## config.mk

```make
export PLATFORM = sky130hd
export DESIGN_NAME = vchan_fmt
export DESIGN_NICKNAME = d
export VERILOG_FILES = /design/src/rtl/vchan_fmt.sv
export SDC_FILE = /design/constraint.sdc
export NUM_CORES = 1
export LEC_CHECK = 0
export BUFFER_PORTS_ARGS = -buffer_cell sky130_fd_sc_hd__buf_2
export CORE_ASPECT_RATIO = 2
export CORE_MARGIN = 2
export CORE_UTILIZATION = 51
export DETAILED_ROUTE_END_ITERATION = 8
export PLACE_DENSITY = 0.89
export SLEW_MARGIN = 30
export SYNTH_ARGS = -nofsm -noshare
export SYNTH_HDL_FRONTEND = slang
export SYNTH_SLANG_ARGS = --single-unit
```

## constraint.sdc

```tcl
create_clock -name clk -period 1.65 [get_ports clk]
set_clock_uncertainty 0.15 [all_clocks]
set_input_delay 0.165 -clock clk [delete_from_list [all_inputs] [get_ports clk]]
set_output_delay 0.165 -clock clk [all_outputs]
set_load 0.1 [all_outputs]
```

## src/rtl/vchan_fmt.sv

```systemverilog
module vchan_fmt #(
  parameter bit IS_MASTER    = 1'b0,
  parameter bit OFF_RESERVED = 1'b0,
  parameter int SA_W         = 7,
  parameter int RA_W         = 8,
  parameter int DW           = 8,
  parameter int NSTATE       = 4,
  parameter int BUS_W        = 32
) (
  input  logic                 clk,
  input  logic                 rst_n,
  input  logic                 wr_en,
  input  logic [1:0]           wr_idx,
  input  logic [BUS_W-1:0]     wr_data,
  input  logic [SA_W-1:0]      mst_slave,
  input  logic [RA_W-1:0]      mst_vreg,
  input  logic [RA_W-1:0]      mst_creg,
  input  logic [NSTATE*DW-1:0] mst_cmdval,
  input  logic                 req_valid,
  input  logic [$clog2(NSTATE)-1:0] req_state,
  input  logic                 req_cmd,
  output logic                 req_ready,
  output logic                 req_err,
  output logic                 frm_valid,
  input  logic                 frm_ready,
  output logic [SA_W-1:0]      frm_slave,
  output logic [RA_W-1:0]      frm_reg,
  output logic [DW-1:0]        frm_data
);
  localparam int SW     = $clog2(NSTATE);
  localparam int VR_LSB = 8;
  localparam int CR_LSB = VR_LSB + RA_W;
  localparam int VW     = NSTATE * DW;
  localparam int E_SA   = 0;
  localparam int E_VR   = 1;
  localparam int E_CR   = 2;
  localparam int E_ALI  = 3;
  localparam int E_CMD  = 4;

  logic [4:0]      cfg_q;
  logic [SA_W-1:0] sa_q;
  logic [RA_W-1:0] vr_q, cr_q;
  logic [VW-1:0]   val_q;

  always_ff @(posedge clk) begin
    if (!rst_n) begin
      cfg_q <= '0;
      sa_q  <= '0;
      vr_q  <= '0;
      cr_q  <= '0;
      val_q <= '0;
    end else if (wr_en) begin
      case (wr_idx)
        2'd0: cfg_q <= wr_data[4:0];
        2'd1: begin
          sa_q <= wr_data[SA_W-1:0];
          vr_q <= wr_data[VR_LSB +: RA_W];
          cr_q <= wr_data[CR_LSB +: RA_W];
        end
        2'd2: val_q <= wr_data[VW-1:0];
        default: ;
      endcase
    end
  end

  logic unused_wr;
  assign unused_wr = ^wr_data;

  logic            own_sa, own_vr, own_cr, own_val;
  logic [SA_W-1:0] pick_sa;
  logic [RA_W-1:0] pick_vr, pick_cr, pick_reg;
  logic [VW-1:0]   pick_val;
  logic [DW-1:0]   pick_data;
  logic            take, refuse;

  assign own_sa    = IS_MASTER | cfg_q[E_SA];
  assign own_vr    = IS_MASTER | cfg_q[E_VR];
  assign own_cr    = IS_MASTER | cfg_q[E_CR];
  assign own_val   = IS_MASTER | cfg_q[E_CMD];
  assign pick_sa   = own_sa  ? sa_q  : mst_slave;
  assign pick_vr   = own_vr  ? vr_q  : mst_vreg;
  assign pick_cr   = own_cr  ? cr_q  : mst_creg;
  assign pick_val  = own_val ? val_q : mst_cmdval;
  assign pick_reg  = (req_cmd && !cfg_q[E_ALI]) ? pick_cr : pick_vr;
  assign pick_data = pick_val[(NSTATE-1-req_state)*DW +: DW];

  assign req_ready = !frm_valid;
  assign take      = req_valid && req_ready;
  assign refuse    = OFF_RESERVED && (req_state == SW'(NSTATE-1));

  always_ff @(posedge clk) begin
    if (!rst_n) begin
      frm_valid <= 1'b0;
      req_err   <= 1'b0;
      frm_slave <= '0;
      frm_reg   <= '0;
      frm_data  <= '0;
    end else begin
      req_err <= take && refuse;
      if (frm_valid && frm_ready) begin
        frm_valid <= 1'b0;
      end else if (take && !refuse) begin
        frm_valid <= 1'b1;
        frm_slave <= pick_sa;
        frm_reg   <= pick_reg;
        frm_data  <= pick_data;
      end
    end
  end
endmodule

```

==> qor.yml, run 1 <==
detailed_routing:
  routed_via_density: 5.589
  wl_um: 11780
  ant_nets: 0
  vias: 3879
  first_pass_iters: 4
  drt_iter0_drc: 235
  wire_per_inst_um: 16.97
  drc: 0
critical_path:
  slowest_delay_ns: 0.55
  path_cells: "mux2_2 -> o211ai_1 -> a21boi_1"
  cp.required_ns: 1.72
  cp-startpoint: "cfg_q[2]"
  r2r-start: "cfg_q[2]"
  cp-endpoint: "frm_reg[7]"
  r2r-end: "frm_reg[7]"
  cp_max_fo: 9
  start_kind: "flop"
  reg2reg_setup_slack_ns: 0.1
  critPathSlowestCell: "dfxtp_1"
  r2r_cells: 3
  end_kind: "flop"
  setup.worst_path.class: "reg2reg"
  arrival_ns: 1.62
synth:
  synth_nets: 551
  postSynth.asyncResetShare: 0
  yosysWarningCount: 0
  yosys_most_used_dff: "dfxtp_1"
  synthAdderAreaFrac: 0
  synth-seq-area-share: 0.4180
  synth_compound_area_frac: 0.2022
  synth-xor-area-share: 0
  synthCells: 454
  ys_types: 28
  synth_top_family_by_area: "compound AO/OA/AOI/OAI gates"
  synth.area.mux_share: 0.1518
  synth_edf_count: 0
  ys_ff_latch: 84
  syn_area_mm2: 0.004023
  synth_area_per_cell_um2: 8.860
  synthSimpleGateAreaFrac: 0.1627
power_and_ir_drop:
  p_per_area_mw_per_mm2: 1006
  p_sw_frac: 0.2968
  leakagePower_nw: 2.190
  combPwrFrac: 0.200
  internal_power_w: 0.003740
  clkPwrFrac: 0.389
  p_seq_frac: 0.412
  ir_worst_vdd_v: 0.0007601
  p_switching_w: 0.001579
  power.total_w: 0.005319
sta:
  period_share: 0.9397
  relSlewSlack: 0.6264
  min_period_ns: 1.551
  report.final.slew_viol_count: 0
  setup_violations: 0
  timing.fmax_mhz: 644.9
  rsz0062_at_grt: "false"
  final-hold-violation-count: 0
  worstMarginPinSlew_ns: 0.5604
clock_tree:
  cts.sinks: 84
  cts_buffer_depth: 2
  postCtsSetupRepairBufs: 0
  tritoncts: "yes"
  clkTransAtPathRegs_ns: 0.06
  cts_resized: 0
  root_buffer: "clkbuf_16"
  cts_hold_buf: 34
  clock_latency_ns: 0.33
  htree_levels: 3
  cts_made_buffers: 9
grt:
  antenna_found_initial: 0
  track_usage: 0.2830
  grt_max_degree: 45
  grt-ovfl-total: 0
  grt_pass1_vias: 3974
  grt_pass1_wl_um: 18380
floorplan:
  core_mm2: 0.007601
  die_y_um: 129.6
  die-area_mm2: 0.008657
  pin_count: 123
  die_x_um: 66.80
  num_rows: 45
  start_util: 0.5292
outcome:
  outcome: "completed"
layout:
  drive_gt1_frac: 0.2733
  nets: 692
  largest_register_ffs: 32
  most-common-layout-cells: "134 x nand2_1, 121 x buf_2, 82 x dfxtp_1, 52 x mux2i_1, 51 x a21boi_1"
  area.growth.synth_to_final_pct: 31.38
  num_antenna_cells: 0
  layout.cells.non_filler: 694
  final_common_cell: "nand2_1"
  largest-register: "val_q"
  fin_util: 0.6953
min_path:
  worst_hold_path_type: "in2reg"
  hold_start: "mst_slave[3]"
placed_design:
  dpl.hpwl_um: 8195
  io_buffers: 121
  place.gp.congestion: 0.9015
  place_inst: 644
flow_run:
  maxCapViolations: 0
==> cells by family (layout without fill, tap and decap cells) <==
| group | after synthesis | after routing |
|---|---|---|
| and+or+nand+nor | 159 | 159 |
| AOI/OAI and AO/OA | 111 | 111 |
| DFF | 84 | 84 |
| muxes | 60 | 60 |
| buffers and inverters | 39 | 185 |
| other | 1 | 1 |
==> cell type report <==
cell class / instances / area (um2)
sequential: 84 / 1687
tap: 94 / 117.6
fill: 599 / 2316
inverter: 1 / 7.507
clock inverter: 5 / 60.06
clock buffer: 11 / 252.7
timing repair buffer: 168 / 1069
multi-input combinational: 331 / 2092
==> Yosys cell counts, drive strengths merged (2+ instances only) <==
| cell type | number | area, um2 |
|---|---|---|
| dfxtp | 84 | 1682 |
| and3b | 2 | 17.52 |
| a21oi | 8 | 40.04 |
| o211a | 8 | 80.08 |
| a22oi | 16 | 120.1 |
| nor2b | 8 | 50.05 |
| o21ai | 8 | 40.04 |
| nor2 | 9 | 33.78 |
| clkbuf | 12 | 47.55 |
| o211ai | 8 | 60.06 |
| nand2 | 135 | 506.7 |
| a21boi | 63 | 473.0 |
| mux2 | 8 | 90.09 |
| buf | 26 | 207.7 |
| nand3b | 2 | 15.01 |
| mux2i | 52 | 520.5 |
==> worst min path at each step <==
stage / end / slack [ns] / depth (start not counted)
after CTS: frm_slave[6] / 0.02 / 4
after floorplan: cr_q[0] / 0.15 / 2
final: frm_slave[3] / 0.03 / 4
after detailed placement: val_q[26] / 0.26 / 3
after global placement: val_q[30] / 0.25 / 3
after global routing: frm_slave[0] / 0.04 / 4
==> routing by layer <==
| metal | global-route usage | routed length [um] | vias up | part of all wire |
|---|---|---|---|---|
| li1 | - | - | 1835 | - |
| met1 | 0.2794 | 4116 | 1822 | 0.35 |
| met2 | 0.5235 | 6380 | 169 | 0.54 |
| met3 | 0.06250 | 658 | 53 | 0.056 |
| met4 | 0.1597 | 625 | 0 | 0.053 |
| met5 | 0 | 0 | - | 0 |
==> power by group through the flow <==
stage | logic, W | clock network, W | registers [W]
final | 0.00106 | 0.00207 | 0.00219
after detailed placement | 0.000981 | 0 | 0.00223
after CTS | 0.00105 | 0.00208 | 0.00219
after global routing | 0.00112 | 0.00217 | 0.00220
after floorplan | 0.000391 | 0 | 0.00256
after global placement | 0.000968 | 0 | 0.00223
==> metrics by stage <==
stage | hold WS [ns] | setup TNS [ns] | cell area, um2 | setup slack, ns
2_1_floorplan | 0.1498 | -2.452 | 4044 | -0.2425
4_1_cts | 0.02308 | 0 | 5285 | 0.09422
5_1_grt | 0.04111 | 0 | 5285 | 0.03081
3_5_place_dp | 0.2633 | 0 | 4632 | 0.1648
3_3_place_gp | 0.2543 | 0 | 4632 | 0.2244
6_report | 0.03396 | 0 | 5285 | 0.09949
==> critical path, delay by kind of cell, from the launching register on <==
kind / cells / cell delay [ns]
compound gates: 2 / 0.34
flops: 1 / 0.55
mux: 1 / 0.39
Power figures use the tool's default switching activity.
==> run 2, diff against run 1 <==
- RECOVER_POWER: not set -> 100
==> run 2 against run 1 <==
Effect of this change: cell area shrank 0.19%; sequential share of layout area about the same; maximum frequency is 0.54% lower; via count decreased by 0.52%; hold slack worse by 0.0039 ns; sequential cell count unchanged; first-iteration DRC count increased by 2.1%; critical endpoint unchanged.
==> qor.yml, run 2 (same netlist as run 1, synthesis figures left out) <==
layout:
  nFillCells: 604
  layout.cells.non_filler: 694
  largest_register_ffs: 32
  drive_gt1_frac: 0.2667
  seqCellArea_mm2: 0.001685
  largest-register: "val_q"
  most-common-layout-cells: "134 x nand2_1, 94 x buf_2, 83 x dfxtp_1, 56 x a21boi_0, 52 x mux2i_1"
  area.growth.synth_to_final_pct: 31.14
  final_common_cell: "nand2_1"
  num_antenna_cells: 0
  nets: 692
  multi_input_area_mm2: 0.002092
  fin_util: 0.6940
critical_path:
  cp.required_ns: 1.72
  cp.buffers_inverters: 0
  arrival_ns: 1.63
  cpLargestDelayFamily: "flip-flops"
  slowest_delay_ns: 0.56
  setup.worst_path.class: "reg2reg"
  critPathSlowestCell: "dfxtp_1"
  start_kind: "flop"
  cp_max_fo: 9
  end_kind: "flop"
  path_cells: "mux2_2 -> o211ai_1 -> a21boi_1"
detailed_routing:
  wl_um: 11790
  first_pass_iters: 4
  wire_per_inst_um: 16.98
  routed_via_density: 5.561
  drc: 0
  drt_iter0_drc: 240
  vias: 3859
  ant_nets: 0
sta:
  worstMarginPinSlew_ns: 0.9998
  report.final.slew_viol_count: 0
  period_share: 0.9448
  rsz0062_at_grt: "false"
  relSlewSlack: 0.3335
  timing.fmax_mhz: 641.5
  min_period_ns: 1.559
  tns_ns: 0
  setup_violations: 0
  final-hold-violation-count: 0
clock_tree:
  tritoncts: "yes"
  htree_levels: 3
  clkTransAtPathRegs_ns: 0.07
  cts_buffer_depth: 2
  cts.sinks: 84
  clock_latency_ns: 0.34
  cts_made_buffers: 9
  cts_hold_buf: 34
  cts_resized: 0
  postCtsSetupRepairBufs: 0
  root_buffer: "clkbuf_16"
floorplan:
  die-area_mm2: 0.008657
  pin_count: 123
  die_x_um: 66.80
  core_mm2: 0.007601
  num_rows: 45
  die_y_um: 129.6
  start_util: 0.5292
grt:
  grt_pass1_wl_um: 18380
  grt_max_degree: 45
  grt_pass1_vias: 3974
  track_usage: 0.2830
  antenna_found_initial: 0
  grt-ovfl-total: 0
power_and_ir_drop:
  p_per_area_mw_per_mm2: 1007
  leakagePower_nw: 2.143
  ir_worst_vdd_v: 0.0007593
placed_design:
  dpl.hpwl_um: 8195
  place_inst: 644
  io_buffers: 121
  place.gp.congestion: 0.9015
min_path:
  worst_hold_path_type: "in2reg"
outcome:
  outcome: "completed"
flow_run:
  maxCapViolations: 0
==> run 2: cell count changes in the layout (fill, tap and decap cells not counted), sizes merged <==
cell and delta:
buf -29, clkbuf +29
==> run 2: tightest hold or removal path, stage by stage <==
cell and delay [ns]:
buf_2 0.08, mux2i_1 0.05, nand2_1 0.06, o211a_1 0.13
==> run 2: metrics by stage <==
step | area [um2] | setup WS (ns) | hold WS (ns) | power [W]
2_1_floorplan | 4044 | -0.2425 | 0.1498 | 0.002953
3_5_place_dp | 4632 | 0.1648 | 0.2633 | 0.003215
4_1_cts | 5285 | 0.09422 | 0.02308 | 0.005327
5_1_grt | 5275 | 0.03058 | 0.04111 | 0.005481
6_report | 5275 | 0.09103 | 0.03009 | 0.005314
3_3_place_gp | 4632 | 0.2244 | 0.2543 | 0.003195
==> run 2: power breakdown <==
part | leakage (nW) | internal, W | switching (W) | total, W
Clock | 0.152 | 0.00126 | 0.000817 | 0.00207
Combinational | 1.30 | 0.000348 | 0.000701 | 0.00105
Sequential | 0.687 | 0.00213 | 0.0000651 | 0.00219
==> run 2: final cells by class <==
cell class              count  area share
well taps                  94     0.02230
clock inverters             5     0.01139
clock buffers              11     0.04791
multi-input cells         331      0.3966
inverters                   1    0.001423
repair buffers            168      0.2009
flip-flops and latches     84      0.3195
==> run 2: path summary, 6_finish.rpt <==
path | from | endpoint | slack [ns] | cells after the start
setup / recovery | cfg_q[2] | frm_reg[7] | 0.09 | 3
hold / removal | mst_slave[5] | frm_slave[5] | 0.03 | 4
setup reg to reg | cfg_q[2] | frm_reg[7] | 0.09 | 3
hold reg to reg | sa_q[6] | sa_q[6] | 0.31 | 2
==> run 2: metal layers <==
| layer | part of all wire | vias up | global-route usage |
|---|---|---|---|
| met5 | 0 | - | 0 |
| met2 | 0.55 | 152 | 0.5235 |
| met4 | 0.048 | 0 | 0.1597 |
| met1 | 0.35 | 1824 | 0.2794 |
| met3 | 0.047 | 50 | 0.06250 |
| li1 | - | 1833 | - |
